--- config.mk ---
export PLATFORM = sky130hd
export DESIGN_NAME = pll_lock_detect
export DESIGN_NICKNAME = d
export VERILOG_FILES = /design/src/rtl/pld_pkg.sv /design/src/rtl/pld_width_meter.sv /design/src/rtl/pld_window_cmp.sv /design/src/rtl/pld_lock_fsm.sv /design/src/rtl/pll_lock_detect.sv
export SDC_FILE = /design/constraint.sdc
export NUM_CORES = 1
export LEC_CHECK = 0
export BUFFER_PORTS_ARGS = -buffer_cell sky130_fd_sc_hd__buf_4
export CELL_PAD_IN_SITES_DETAIL_PLACEMENT = 0
export CELL_PAD_IN_SITES_GLOBAL_PLACEMENT = 1
export CORE_MARGIN = 4
export CORE_UTILIZATION = 47
export DETAILED_ROUTE_END_ITERATION = 8
export PLACE_DENSITY = 0.77
export SYNTH_ARGS = -nofsm -noshare
export SYNTH_HDL_FRONTEND = slang
export SYNTH_SLANG_ARGS = --single-unit
--- constraint.sdc ---
create_clock -name clk -period 4.3 [get_ports clk]
set_input_delay 1.075 -clock clk [delete_from_list [all_inputs] [get_ports clk]]
set_output_delay 1.075 -clock clk [all_outputs]
set_load 0.01 [all_outputs]
--- src/rtl/pld_pkg.sv ---
package pld_pkg;
  typedef enum logic [1:0] {
    ERR_SMALL = 2'd0,
    ERR_MID   = 2'd1,
    ERR_LARGE = 2'd2
  } err_class_t;
endpackage

--- src/rtl/pld_width_meter.sv ---
module pld_width_meter #(
  parameter int W = 5
) (
  input  logic         clk,
  input  logic         rst_n,
  input  logic         up_i,
  input  logic         dn_i,
  input  logic         period_end_i,
  output logic [W-1:0] width_o,
  output logic         width_vld_o
);
  localparam logic [W-1:0] SAT = '1;

  logic         active;
  logic [W-1:0] acc_q, acc_d, sum;
  logic [W-1:0] width_q;
  logic         vld_q;

  always_comb begin
    active = up_i | dn_i;
    if (acc_q == SAT) sum = acc_q;
    else              sum = acc_q + {{(W-1){1'b0}}, active};
    acc_d = period_end_i ? '0 : sum;
  end

  always_ff @(posedge clk or negedge rst_n) begin
    if (!rst_n) begin
      acc_q   <= '0;
      width_q <= '0;
      vld_q   <= 1'b0;
    end else begin
      acc_q <= acc_d;
      vld_q <= period_end_i;
      if (period_end_i) width_q <= sum;
    end
  end

  assign width_o     = width_q;
  assign width_vld_o = vld_q;

  AST_WIDTH_AFTER_STROBE: assert property (@(posedge clk) disable iff (!rst_n)
    period_end_i |=> width_vld_o);

  AST_ACC_NO_WRAP: assert property (@(posedge clk) disable iff (!rst_n)
    ($past(acc_q) == SAT && !$past(period_end_i)) |-> acc_q == SAT);
endmodule

--- src/rtl/pld_window_cmp.sv ---
module pld_window_cmp
  import pld_pkg::*;
#(
  parameter int W            = 5,
  parameter int LOCK_NARROW  = 3,
  parameter int LOCK_WIDE    = 10,
  parameter int UNLOCK_LIMIT = 30
) (
  input  logic [W-1:0] width_i,
  input  logic         wide_win_i,
  output err_class_t   class_o
);
  localparam logic [W-1:0] THR_N = W'(LOCK_NARROW);
  localparam logic [W-1:0] THR_W = W'(LOCK_WIDE);
  localparam logic [W-1:0] THR_U = W'(UNLOCK_LIMIT);

  logic [W-1:0] lock_thr;

  always_comb begin
    lock_thr = wide_win_i ? THR_W : THR_N;
    if (width_i > THR_U)         class_o = ERR_LARGE;
    else if (width_i < lock_thr) class_o = ERR_SMALL;
    else                         class_o = ERR_MID;
  end
endmodule

--- src/rtl/pld_lock_fsm.sv ---
module pld_lock_fsm
  import pld_pkg::*;
#(
  parameter int LOCK_RUN = 40
) (
  input  logic       clk,
  input  logic       rst_n,
  input  logic       eval_i,
  input  err_class_t class_i,
  input  logic       chan_new_i,
  output logic       lock_o
);
  localparam int CW = $clog2(LOCK_RUN + 1);
  localparam logic [CW-1:0] RUN_MAX = CW'(LOCK_RUN);

  logic [CW-1:0] run_q, run_d;
  logic          lock_q, lock_d;
  logic          run_en;

  always_comb begin
    run_d  = run_q;
    lock_d = lock_q;
    run_en = chan_new_i | eval_i;
    if (chan_new_i) begin
      run_d  = '0;
      lock_d = 1'b0;
    end else if (eval_i) begin
      unique case (class_i)
        ERR_SMALL: begin
          if (run_q != RUN_MAX) run_d = run_q + 1'b1;
          if (run_d == RUN_MAX) lock_d = 1'b1;
        end
        ERR_MID:   run_d = '0;
        default: begin
          run_d  = '0;
          lock_d = 1'b0;
        end
      endcase
    end
  end

  always_ff @(posedge clk or negedge rst_n) begin
    if (!rst_n) begin
      run_q  <= '0;
      lock_q <= 1'b0;
    end else if (run_en) begin
      run_q  <= run_d;
      lock_q <= lock_d;
    end
  end

  assign lock_o = lock_q;

  AST_LOCK_NEEDS_RUN: assert property (@(posedge clk) disable iff (!rst_n)
    $rose(lock_q) |-> run_q == RUN_MAX);
  AST_CHAN_CLEARS: assert property (@(posedge clk) disable iff (!rst_n)
    chan_new_i |=> (!lock_q && run_q == '0));
  AST_LARGE_DROPS: assert property (@(posedge clk) disable iff (!rst_n)
    (eval_i && class_i == ERR_LARGE) |=> !lock_q);
  AST_MID_HOLDS: assert property (@(posedge clk) disable iff (!rst_n)
    (eval_i && class_i == ERR_MID && lock_q && !chan_new_i) |=> (lock_q && run_q == '0));
  AST_NO_OVERFLOW: assert property (@(posedge clk) disable iff (!rst_n)
    run_q <= RUN_MAX);
endmodule

--- src/rtl/pll_lock_detect.sv ---
module pll_lock_detect
  import pld_pkg::*;
#(
  parameter int LOCK_RUN     = 40,
  parameter int LOCK_NARROW  = 3,
  parameter int LOCK_WIDE    = 10,
  parameter int UNLOCK_LIMIT = 30
) (
  input  logic clk,
  input  logic rst_n,
  input  logic up_i,
  input  logic dn_i,
  input  logic period_end_i,
  input  logic wide_win_i,
  input  logic chan_new_i,
  output logic lock_o
);
  localparam int W = $clog2(UNLOCK_LIMIT + 2);

  logic [W-1:0] width;
  logic         width_vld;
  err_class_t   err_class;

  pld_width_meter #(.W(W)) u_meter (
    .clk          (clk),
    .rst_n        (rst_n),
    .up_i         (up_i),
    .dn_i         (dn_i),
    .period_end_i (period_end_i),
    .width_o      (width),
    .width_vld_o  (width_vld)
  );

  pld_window_cmp #(
    .W(W), .LOCK_NARROW(LOCK_NARROW), .LOCK_WIDE(LOCK_WIDE), .UNLOCK_LIMIT(UNLOCK_LIMIT)
  ) u_cmp (
    .width_i    (width),
    .wide_win_i (wide_win_i),
    .class_o    (err_class)
  );

  pld_lock_fsm #(.LOCK_RUN(LOCK_RUN)) u_fsm (
    .clk        (clk),
    .rst_n      (rst_n),
    .eval_i     (width_vld),
    .class_i    (err_class),
    .chan_new_i (chan_new_i),
    .lock_o     (lock_o)
  );

  AST_RESET_UNLOCKED: assert property (@(posedge clk)
    !rst_n |=> !lock_o);
endmodule

==> results.py, run 1 <==
metrics = {
    "grt": {
        "overflow": 0,
        "grt_pass1_wl_um": 3140,
        "antenna_found_initial": 0,
        "track_usage_pct": 15.4,
        "grt_max_degree": 19,
        "grt_pass1_vias": 707,
    },
    "sta": {
        "rsz0062_at_grt": "false",
        "worst_pin_slew_ns": 0.678,
        "setup_viol": 0,
        "finalHoldViolCount": 0,
        "fin_crit_sh_pct": 59.6,
        "slew_viol_final": 0,
        "fin_crit_ns": 2.56,
        "slew_headroom_pct": 54.6,
        "fin_skew_ns": 0.00996,
        "tns_ns": 0,
        "fmax_ghz": 0.390,
    },
    "drt": {
        "drt_first_pass_iters": 4,
        "drc": 0,
        "final_antenna_net_count": 0,
        "viasPerCell": 5.49,
        "drt_iter0_drc": 12,
        "via_count": 763,
        "routed_wl_um": 1860,
        "avgRoutedWirePerCell_um": 13.3,
    },
    "logic_synthesis": {
        "syn_avg_cell_area_um2": 9.36,
        "synth.distinct_cells": 36,
        "ys_seq_elements": 18,
        "ys_seq_area_share_pct": 46.3,
        "yosysWarnings": 0,
        "synth_area_um2": 973,
        "syn_nets": 116,
        "synthCells": 104,
    },
    "clocking": {
        "worstSkewPairLatency_ns": 0.29,
        "cts_setup_buffers": 0,
        "cts_tree": "built",
        "clk_pin_slew_worst_paths_ns": 0.10,
        "cts_resized": 0,
        "cts_buffer_depth": 2,
        "numCtsBuffers": 3,
        "cts-hold-fix-buffers": 0,
        "ctsRootBufferMaster": "clkbuf_4",
        "h-tree-depth": 1,
        "cts.sinks": 18,
    },
    "critical_path": {
        "critPathKind": "in -> reg",
        "cp-start-kind": "input port",
        "rrSetupSlack_ns": 2.22,
        "cp.arrival_ns": 2.74,
        "cp_max_fo": 3,
        "end_kind": "flip-flop",
        "worstPathRequired_ns": 4.48,
    },
    "die": {
        "ios": 8,
        "die_y_um": 53.5,
        "die_w_um": 53.5,
        "core_area_um2": 1960,
        "rows": 16,
        "dieArea_um2": 2860,
        "start_util_pct": 49.6,
    },
    "final_layout": {
        "nNetsFinal": 126,
        "antennaDiodeCount": 0,
        "final_area_um2": 1070,
        "drive_above_1_share_pct": 14.3,
        "area_growth_pct": 10.3,
    },
    "placement": {
        "hpwlAfterDp_um": 1410,
        "gp_congestion": 0.758,
        "port-buffer-count": 7,
        "place_area_um2": 1050,
    },
    "worst_hold_path": {
        "hold_path.class": "reg -> reg",
    },
    "pwr": {
        "power.leakage_uw": 0.000476,
        "max-vdd-ir-drop_mv": 0.178,
        "power.density_nw_per_um2": 295,
    },
    "run": {
        "maxCapViolations": 0,
    },
    "outcome": {
        "outcome": "complete, no violations",
    },
}
==> power breakdown <==
group | switching [uW] | internal, uW
logic | 26.3 | 19.6
registers | 10.9 | 180
clock network | 48.0 | 32.5
total | 85.1 | 232
==> critical path, stage by stage <==
cell       delay, ns
buf_4           0.08
inv_1           0.03
ha_1            0.30
a211oi_1        0.22
nand2_1         0.16
nand4bb_1       0.25
o311a_1         0.35
a221o_1         0.27
==> path summary, 6_finish.rpt <==
path,end,depth (start not counted),from
setup / recovery,u_fsm.lock_o,8,wide_win_i
hold / removal,u_fsm.run_q[5],1,u_fsm.run_q[5]
setup reg to reg,u_fsm.lock_o,6,u_fsm.run_q[0]
hold reg to reg,u_fsm.run_q[5],1,u_fsm.run_q[5]
max in group asynchronous,u_meter.acc_q[4],1,rst_n
min in group asynchronous,u_fsm.run_q[1],1,rst_n
==> per-stage QoR <==
step	util, %	power (uW)	std cells	hold WS, ns	setup WS, ns
floorplan	-	222	104	0.486	1.67
global placement	53.6	239	136	0.535	1.52
detailed placement	53.6	240	136	0.534	1.43
CTS	54.7	322	139	0.553	1.76
global route	54.7	338	139	0.567	1.68
finish	54.7	317	139	0.551	1.74
==> sequential cells by signal, indices dropped and copies added, names as in the netlist <==
name and flops:
u_meter.acc_q 5, u_fsm.run_q 6, u_meter.width_vld_o 1, u_meter.width_o 5, u_fsm.lock_o 1
==> Yosys cell counts <==
library cell / count / area, um2
nor2_2: 1 / 6.26
nand4bb_1: 1 / 11.3
a221o_1: 1 / 10.0
and2b_2: 1 / 8.76
mux2i_1: 1 / 10.0
clkbuf_1: 1 / 3.75
nor3_1: 1 / 5.00
nand4_1: 1 / 6.26
o21ai_0: 4 / 20.0
inv_1: 6 / 22.5
a31o_2: 1 / 8.76
ha_1: 5 / 62.6
a21o_1: 1 / 7.51
nor2b_1: 1 / 6.26
o211ai_1: 1 / 7.51
nor3b_1: 1 / 7.51
o31ai_1: 1 / 7.51
nor4_1: 1 / 6.26
xor2_1: 1 / 8.76
nor2_1: 19 / 71.3
dfrtp_1: 18 / 450
a311oi_1: 1 / 8.76
nand4b_2: 1 / 15.0
a22o_1: 1 / 8.76
nand3_1: 5 / 25.0
o22ai_1: 1 / 6.26
a211oi_1: 1 / 7.51
nor3_4: 1 / 16.3
or2_2: 1 / 6.26
nand2_1: 8 / 30.0
o311a_1: 1 / 10.0
nor4b_1: 1 / 8.76
a21oi_1: 9 / 45.0
xnor2_1: 3 / 26.3
buf_2: 1 / 5.00
and3_1: 1 / 6.26
==> cell families after synthesis <==
| logic type | after synthesis | share of synthesized area, % |
|---|---|---|
| buffers and inverters | 8 | 3.21 |
| AND/OR/NAND/NOR | 45 | 24.3 |
| flip-flops | 18 | 46.3 |
| adder cells (fa/ha/maj) | 5 | 6.43 |
| multiplexers | 1 | 1.03 |
| AO/OA/AOI/OAI | 23 | 15.2 |
| XOR/XNOR | 4 | 3.60 |
==> metal layers <==
layer | up-vias | global-route usage [%] | wire [um]
met5 | - | 0 | 0
met1 | 360 | 23.1 | 960
met2 | 13 | 21.6 | 793
met3 | 2 | 2.54 | 91
li1 | 388 | - | -
met4 | 0 | 6.38 | 10
==> cell usage in the layout (no fill, tap or decap), types with 3 or more instances in the layout <==
cell type and instances:
a21oi_1 9, buf_4 7, clkbuf_4 3, dfrtp_1 18
ha_1 5, inv_1 6, nand2_1 8, nand3_1 5
nor2_1 19, o21ai_0 4, xnor2_1 3
==> area by class of cell <==
class	count	area [um2]
Timing Repair Buffer	7	52.6
Multi-Input combinational cell	78	492
Inverter	6	22.5
Tap cell	27	33.8
Fill cell	196	888
Clock buffer	3	22.5
Sequential cell	18	450
Power figures use the tool's default switching activity.
==> run 2: changes to the inputs <==
--- a/config.mk
+++ b/config.mk
@@ -5,13 +5,14 @@
 export SDC_FILE = /design/constraint.sdc
 export NUM_CORES = 1
 export LEC_CHECK = 0
+export ABC_AREA = 1
 export BUFFER_PORTS_ARGS = -buffer_cell sky130_fd_sc_hd__buf_4
 export CELL_PAD_IN_SITES_DETAIL_PLACEMENT = 0
 export CELL_PAD_IN_SITES_GLOBAL_PLACEMENT = 1
 export CORE_MARGIN = 4
-export CORE_UTILIZATION = 47
+export CORE_UTILIZATION = 43
 export DETAILED_ROUTE_END_ITERATION = 8
-export PLACE_DENSITY = 0.77
+export PLACE_DENSITY = 0.73
 export SYNTH_ARGS = -nofsm -noshare
 export SYNTH_HDL_FRONTEND = slang
 export SYNTH_SLANG_ARGS = --single-unit
==> constraint.sdc (replaced) <==
create_clock -name clk -period 2.5 [get_ports clk]
set_input_delay 0.625 -clock clk [delete_from_list [all_inputs] [get_ports clk]]
set_output_delay 0.625 -clock clk [all_outputs]
set_load 0.01 [all_outputs]
==> run 2 against run 1 <==
Effect of this change:
- flip-flop and latch count stayed put
- synthesized area up 1.0%
- clock-buffer cell count is 1 higher
==> results.py, run 2 <==
metrics = {
    "outcome": {
        "outcome": "complete, no violations",
    },
    "die": {
        "start_util_pct": 44.9,
        "ios": 8,
        "rows": 17,
        "core_area_um2": 2190,
        "die_w_um": 55.8,
        "die_y_um": 55.8,
        "dieArea_um2": 3120,
    },
    "placement": {
        "gp_congestion": 0.806,
        "port-buffer-count": 7,
        "hpwlAfterDp_um": 1430,
        "post-place-ws_ns": 0.383,
    },
    "pwr": {
        "power.density_nw_per_um2": 553,
        "seqPwrFrac_pct": 53.9,
        "max-vdd-ir-drop_mv": 0.346,
        "total_power_uw": 608,
        "power.switching_uw": 168,
        "p_sw_share_pct": 27.7,
        "pwr-share-clk_pct": 29.7,
        "power.leakage_uw": 0.000545,
        "comb_power_share_pct": 16.4,
        "p_int_uw": 440,
    },
    "drt": {
        "drt_iter0_drc": 17,
        "drt_first_pass_iters": 4,
        "avgRoutedWirePerCell_um": 11.5,
        "routed_wl_um": 1830,
        "final_antenna_net_count": 0,
        "drc": 0,
        "via_count": 758,
        "viasPerCell": 4.77,
    },
    "clocking": {
        "worstSkewPairLatency_ns": 0.29,
        "ctsRootBufferMaster": "clkbuf_4",
        "numCtsBuffers": 3,
        "cts_tree": "built",
        "cts_buffer_depth": 2,
        "clk_pin_slew_worst_paths_ns": 0.11,
        "cts_resized": 0,
        "cts.sinks": 18,
        "cts_setup_buffers": 0,
        "cts-hold-fix-buffers": 0,
        "h-tree-depth": 1,
    },
    "logic_synthesis": {
        "synth.distinct_cells": 22,
        "ys.flop_type": "dfrtp_1",
        "synth_area_um2": 983,
        "syn_nets": 133,
        "synthCells": 121,
        "synth_top_cell_by_area": "dfrtp_1",
        "async_reset_ff_share_pct": 100,
        "yosysWarnings": 0,
        "synthTopCellsByArea": "dfrtp_1 46%, nand2_1 9.2%, nor2_1 6.5%, ha_1 6.4%, inv_1 5.3%",
        "synth_most_common_cell": "nand2_1",
        "ys_seq_area_share_pct": 45.8,
        "netlist_top_cells_count": "24 x nand2_1, 18 x dfrtp_1, 17 x nor2_1, 14 x inv_1, 8 x o21ai_0",
        "ys_seq_elements": 18,
        "synth_edf_count": 0,
        "syn_avg_cell_area_um2": 8.13,
        "yosys.area.top_type_share_pct": 45.8,
    },
    "grt": {
        "overflow": 0,
        "grt_pass1_vias": 735,
        "track_usage_pct": 13.6,
        "grt_max_degree": 19,
        "antenna_found_initial": 0,
        "grt_pass1_wl_um": 3250,
    },
    "critical_path": {
        "end_kind": "flip-flop",
        "crit_path_cell_trace": "buf_4 -> or2_2 -> ha_1 -> ha_1 -> or2_2 -> a21oi_1 -> o21ai_0",
        "ff2ff_path_depth": 13,
        "r2r-start": "u_fsm.run_q[0]",
        "max_stage_delay_ns": 0.29,
        "worstReg2RegEnd": "u_fsm.lock_o",
        "cp_num_buf_inv": 1,
        "critPathSlowestCell": "or2_2",
        "cp-start-kind": "input port",
        "critPathKind": "in -> reg",
        "rrSetupSlack_ns": 0.92,
        "cp_max_fo": 3,
        "worstPathRequired_ns": 2.69,
        "cp.arrival_ns": 1.97,
        "cpLargestDelayFamily": "simple AND/OR/NAND/NOR gates",
    },
    "final_layout": {
        "fin_util_pct": 50.2,
        "antennaDiodeCount": 0,
        "final_cell_mix": "24 x nand2_1, 18 x dfrtp_1, 17 x nor2_1, 14 x inv_1, 8 x o21ai_0",
        "final_common_cell": "nand2_1",
        "nNetsFinal": 144,
        "top_register": "u_fsm.run_q",
        "largest_reg_flops": 6,
        "area_growth_pct": 11.8,
        "drive_above_1_share_pct": 16.0,
        "fill_cells": 224,
    },
    "sta": {
        "setup_viol": 0,
        "fin_crit_ns": 1.79,
        "worst_pin_slew_ns": 0.239,
        "finalWorstSetupSlack_ns": 0.714,
        "fmax_ghz": 0.560,
        "tns_ns": 0,
        "slew_viol_final": 0,
        "finalHoldViolCount": 0,
        "fin_crit_sh_pct": 71.5,
        "fin_skew_ns": 0.00624,
        "rsz0062_at_grt": "false",
        "slew_headroom_pct": 84.1,
    },
    "worst_hold_path": {
        "hold_path.class": "in -> async",
    },
    "run": {
        "maxCapViolations": 0,
    },
}
[run 2: cell families after synthesis]
logic type,share of synthesized area [%]
xor gates and xnor gates,2.67
buffers and inverters,6.87
adders and majority gates,6.36
AOI/OAI and AO/OA,7.63
DFF,45.8
and+or+nand+nor,30.7
[run 2: how the worst max path moves through the flow]
stage / startpoint / end / slack [ns] / depth (start not counted)
floorplan: dn_i / u_meter.width_o[2] / 0.58 / 6
detailed placement: dn_i / u_meter.width_o[2] / 0.38 / 7
finish: dn_i / u_meter.width_o[2] / 0.71 / 7
global route: dn_i / u_meter.width_o[2] / 0.67 / 7
CTS: dn_i / u_meter.width_o[2] / 0.71 / 7
global placement: dn_i / u_meter.width_o[2] / 0.43 / 7
[run 2: layout make-up]
class	instances	area [um2]	area share, %
clock buffer	4	36.3	3.30
sequential	18	450	41.0
inverter	16	60.1	5.46
tap	28	35.0	3.19
multi-input combinational	86	465	42.3
timing repair buffer	7	52.6	4.78
[run 2: worst register-to-register path, delay by kind of cell, from the launching register on]
family        cells  cell delay [ns]
simple gates     10             0.69
buf+inv           2             0.18
fa+ha+maj         1             0.16
flops             1             0.43
[run 2: metrics by stage]
step / instances / hold WS (ns) / instance area [um2]
floorplan: 121 / 0.329 / 983
global placement: 155 / 0.456 / 1060
detailed placement: 155 / 0.473 / 1060
global route: 159 / 0.163 / 1100
CTS: 159 / 0.172 / 1100
finish: 159 / 0.180 / 1100
[run 2: per-layer routing]
layer | global-route usage [%] | up-vias | wire, um
met4 | 5.08 | 0 | 14
li1 | - | 410 | -
met2 | 24.2 | 7 | 940
met1 | 15.0 | 339 | 826
met5 | 0 | - | 0
met3 | 4.41 | 2 | 48
[run 2: power groups by stage]
stage	Clock [uW]	Sequential, uW	Combinational, uW
after global routing	210	332	116
after floorplan	0	331	65.4
after global placement	0	334	97.9
after CTS	190	328	103
after detailed placement	0	334	103
final	181	328	99.6
==> run 3: changes to the inputs <==
--- a/config.mk
+++ b/config.mk
@@ -5,14 +5,14 @@
 export SDC_FILE = /design/constraint.sdc
 export NUM_CORES = 1
 export LEC_CHECK = 0
-export ABC_AREA = 1
+export ABC_AREA = 0
 export BUFFER_PORTS_ARGS = -buffer_cell sky130_fd_sc_hd__buf_4
 export CELL_PAD_IN_SITES_DETAIL_PLACEMENT = 0
 export CELL_PAD_IN_SITES_GLOBAL_PLACEMENT = 1
 export CORE_MARGIN = 4
-export CORE_UTILIZATION = 43
+export CORE_UTILIZATION = 40
 export DETAILED_ROUTE_END_ITERATION = 8
-export PLACE_DENSITY = 0.73
+export PLACE_DENSITY = 0.69
 export SYNTH_ARGS = -nofsm -noshare
 export SYNTH_HDL_FRONTEND = slang
 export SYNTH_SLANG_ARGS = --single-unit
==> constraint.sdc (replaced) <==
create_clock -name clk -period 1.6 [get_ports clk]
set_input_delay 0.4 -clock clk [delete_from_list [all_inputs] [get_ports clk]]
set_output_delay 0.4 -clock clk [all_outputs]
set_load 0.01 [all_outputs]
==> run 3 against run 2 <==
Effect of this change:
- cell count increased by 3.8%
- non-clock buffer count up 24
- critical path depth fell by 1
- critical path type is now reg -> reg
- critical endpoint is now u_fsm.lock_o
- die area rose by 5.5%
- the run now ends with negative setup slack left
- clock skew rose by 0.0040 ns
- highest routed layer unchanged
- utilization is 8.3 points higher
==> results.py, run 3 (synthesis gave the netlist of run 1 again) <==
metrics = {
    "sta": {
        "fmax_ghz": 0.540,
        "slew_viol_final": 0,
        "fin_skew_ns": 0.0102,
        "finalHoldViolCount": 0,
        "finalWorstSetupSlack_ns": -0.250,
        "fin_crit_sh_pct": 116,
        "worst_pin_slew_ns": 0.406,
        "fin_crit_ns": 1.85,
        "setup_viol": 7,
        "rsz0062_at_grt": "true",
        "slew_headroom_pct": 72.8,
    },
    "clocking": {
        "worstSkewPairLatency_ns": 0.30,
        "ctsRootBufferMaster": "clkbuf_4",
        "clk_pin_slew_worst_paths_ns": 0.11,
        "cts_tree": "built",
        "h-tree-depth": 1,
        "cts.sinks": 18,
        "cts_buffer_depth": 2,
        "numCtsBuffers": 3,
    },
    "final_layout": {
        "finalNonFillerCells": 165,
        "final_area_um2": 1320,
        "largest_reg_flops": 6,
        "drive_above_1_share_pct": 34.3,
        "nNetsFinal": 150,
        "final_cell_mix": "28 x buf_4, 19 x nor2_1, 18 x dfrtp_1, 8 x nand2_1, 6 x a21oi_1",
        "fill_cells": 226,
        "top_register": "u_fsm.run_q",
        "final_common_cell": "buf_4",
        "antennaDiodeCount": 0,
        "area_growth_pct": 35.5,
    },
    "drt": {
        "avgRoutedWirePerCell_um": 13.5,
        "drc": 0,
        "routed-wl-met3_um": 81,
        "viasPerCell": 5.19,
        "final_antenna_net_count": 0,
        "drt_iter0_drc": 22,
        "drt_first_pass_iters": 6,
        "routed.top_layer": "met4",
        "routed_wl_um": 2230,
        "via_count": 857,
        "wl_met2_um": 998,
        "m1WireLength_um": 1100,
    },
    "critical_path": {
        "worstPathRequired_ns": 1.80,
        "critPathKind": "reg -> reg",
        "end_kind": "flip-flop",
        "cp.arrival_ns": 2.05,
        "cp_max_fo": 2,
        "cp-start-kind": "flip-flop",
    },
    "pwr": {
        "seqPwrFrac_pct": 50.5,
        "comb_power_share_pct": 20.8,
        "power.switching_uw": 275,
        "max-vdd-ir-drop_mv": 0.458,
        "power.leakage_uw": 0.000609,
        "p_int_uw": 734,
        "pwr-share-clk_pct": 28.7,
        "power.density_nw_per_um2": 765,
        "total_power_uw": 1010,
        "p_sw_share_pct": 27.2,
    },
    "grt": {
        "antenna_found_initial": 0,
        "grt_pass1_wl_um": 3700,
        "grt_pass1_vias": 823,
        "track_usage_pct": 14.6,
        "overflow": 0,
        "grt_max_degree": 19,
    },
    "die": {
        "core_area_um2": 2250,
        "dieArea_um2": 3290,
        "die_y_um": 57.3,
        "rows": 17,
        "die_w_um": 57.3,
        "start_util_pct": 43.2,
        "ios": 8,
    },
    "run": {
        "maxCapViolations": 0,
    },
    "worst_hold_path": {
        "hold_path.class": "in -> reg",
    },
    "placement": {
        "place_area_um2": 1220,
        "hpwlAfterDp_um": 1700,
        "place_inst": 157,
        "port-buffer-count": 7,
        "gp_congestion": 0.844,
    },
    "outcome": {
        "outcome": "finished with violations",
        "violations": "negative setup slack",
    },
}
run 3: changes by cell type in the layout (fill, tap and decap cells not counted), moves of 3 or more:
cell	change
inv_1	-9
o21ai_0	-5
nand2_1	-16
xnor2_1	+3
a21oi_1	+5
a21oi_2	+3
buf_4	+21
o22ai_1	-3
run 3: metrics by stage:
step	setup TNS, ns	util, %	hold slack [ns]	setup slack, ns
global placement	-1.64	54.2	0.283	-0.266
floorplan	-0.181	-	0.104	-0.181
detailed placement	-2.33	54.2	0.282	-0.362
finish	-1.24	58.5	0.322	-0.250
global route	-2.04	58.5	0.309	-0.362
CTS	-1.30	56.9	0.312	-0.249
run 3: power by group through the flow:
stage	registers, uW	logic (uW)	clock network, uW
2_1_floorplan	513	90.5	0
3_3_place_gp	518	183	0
3_5_place_dp	519	190	0
4_1_cts	510	198	297
5_1_grt	515	232	322
6_report	509	210	290
run 3: layout make-up:
type	instances	area, um2	area share [%]
clock buffers	4	36.3	2.75
repair buffers	31	243	18.4
inverters	6	22.5	1.71
well taps	28	35.0	2.66
multi-input cells	78	532	40.3
flip-flops and latches	18	450	34.2
run 3: critical path, cell delays in order (launching register included):
cell       delay [ns]
dfrtp_1          0.43
ha_4             0.26
a211oi_2         0.20
nand2_1          0.11
nand4bb_1        0.20
o311a_1          0.30
a221o_1          0.26
run 3: timing repair:
action / 4_1_cts / 5_1_grt
hold buffers: 1 / 0
endpoints found under the hold margin: 18 / 0
pin swaps: 0 / 3
buffers inserted: 1 / 5
resized for setup: 3 / 5
endpoints found under the setup margin: 7 / 7
run 3: per-layer routing:
metal	vias to the layer above	track usage, %
met5	-	0
met4	0	6.95
met3	5	2.04
met2	17	21.9
met1	402	20.8
li1	433	-
run 3: final timing paths:
check	slack, ns	cells past startpoint	start	endpoint
max in group asynchronous	0.91	2	rst_n	u_meter.acc_q[4]
hold reg to reg	0.58	1	u_fsm.lock_o	u_fsm.lock_o
setup reg to reg	-0.25	6	u_meter.width_o[3]	u_fsm.lock_o
hold / removal	0.32	1	period_end_i	u_meter.width_vld_o
setup / recovery	-0.25	6	u_meter.width_o[3]	u_fsm.lock_o
min in group asynchronous	0.49	2	rst_n	u_fsm.lock_o
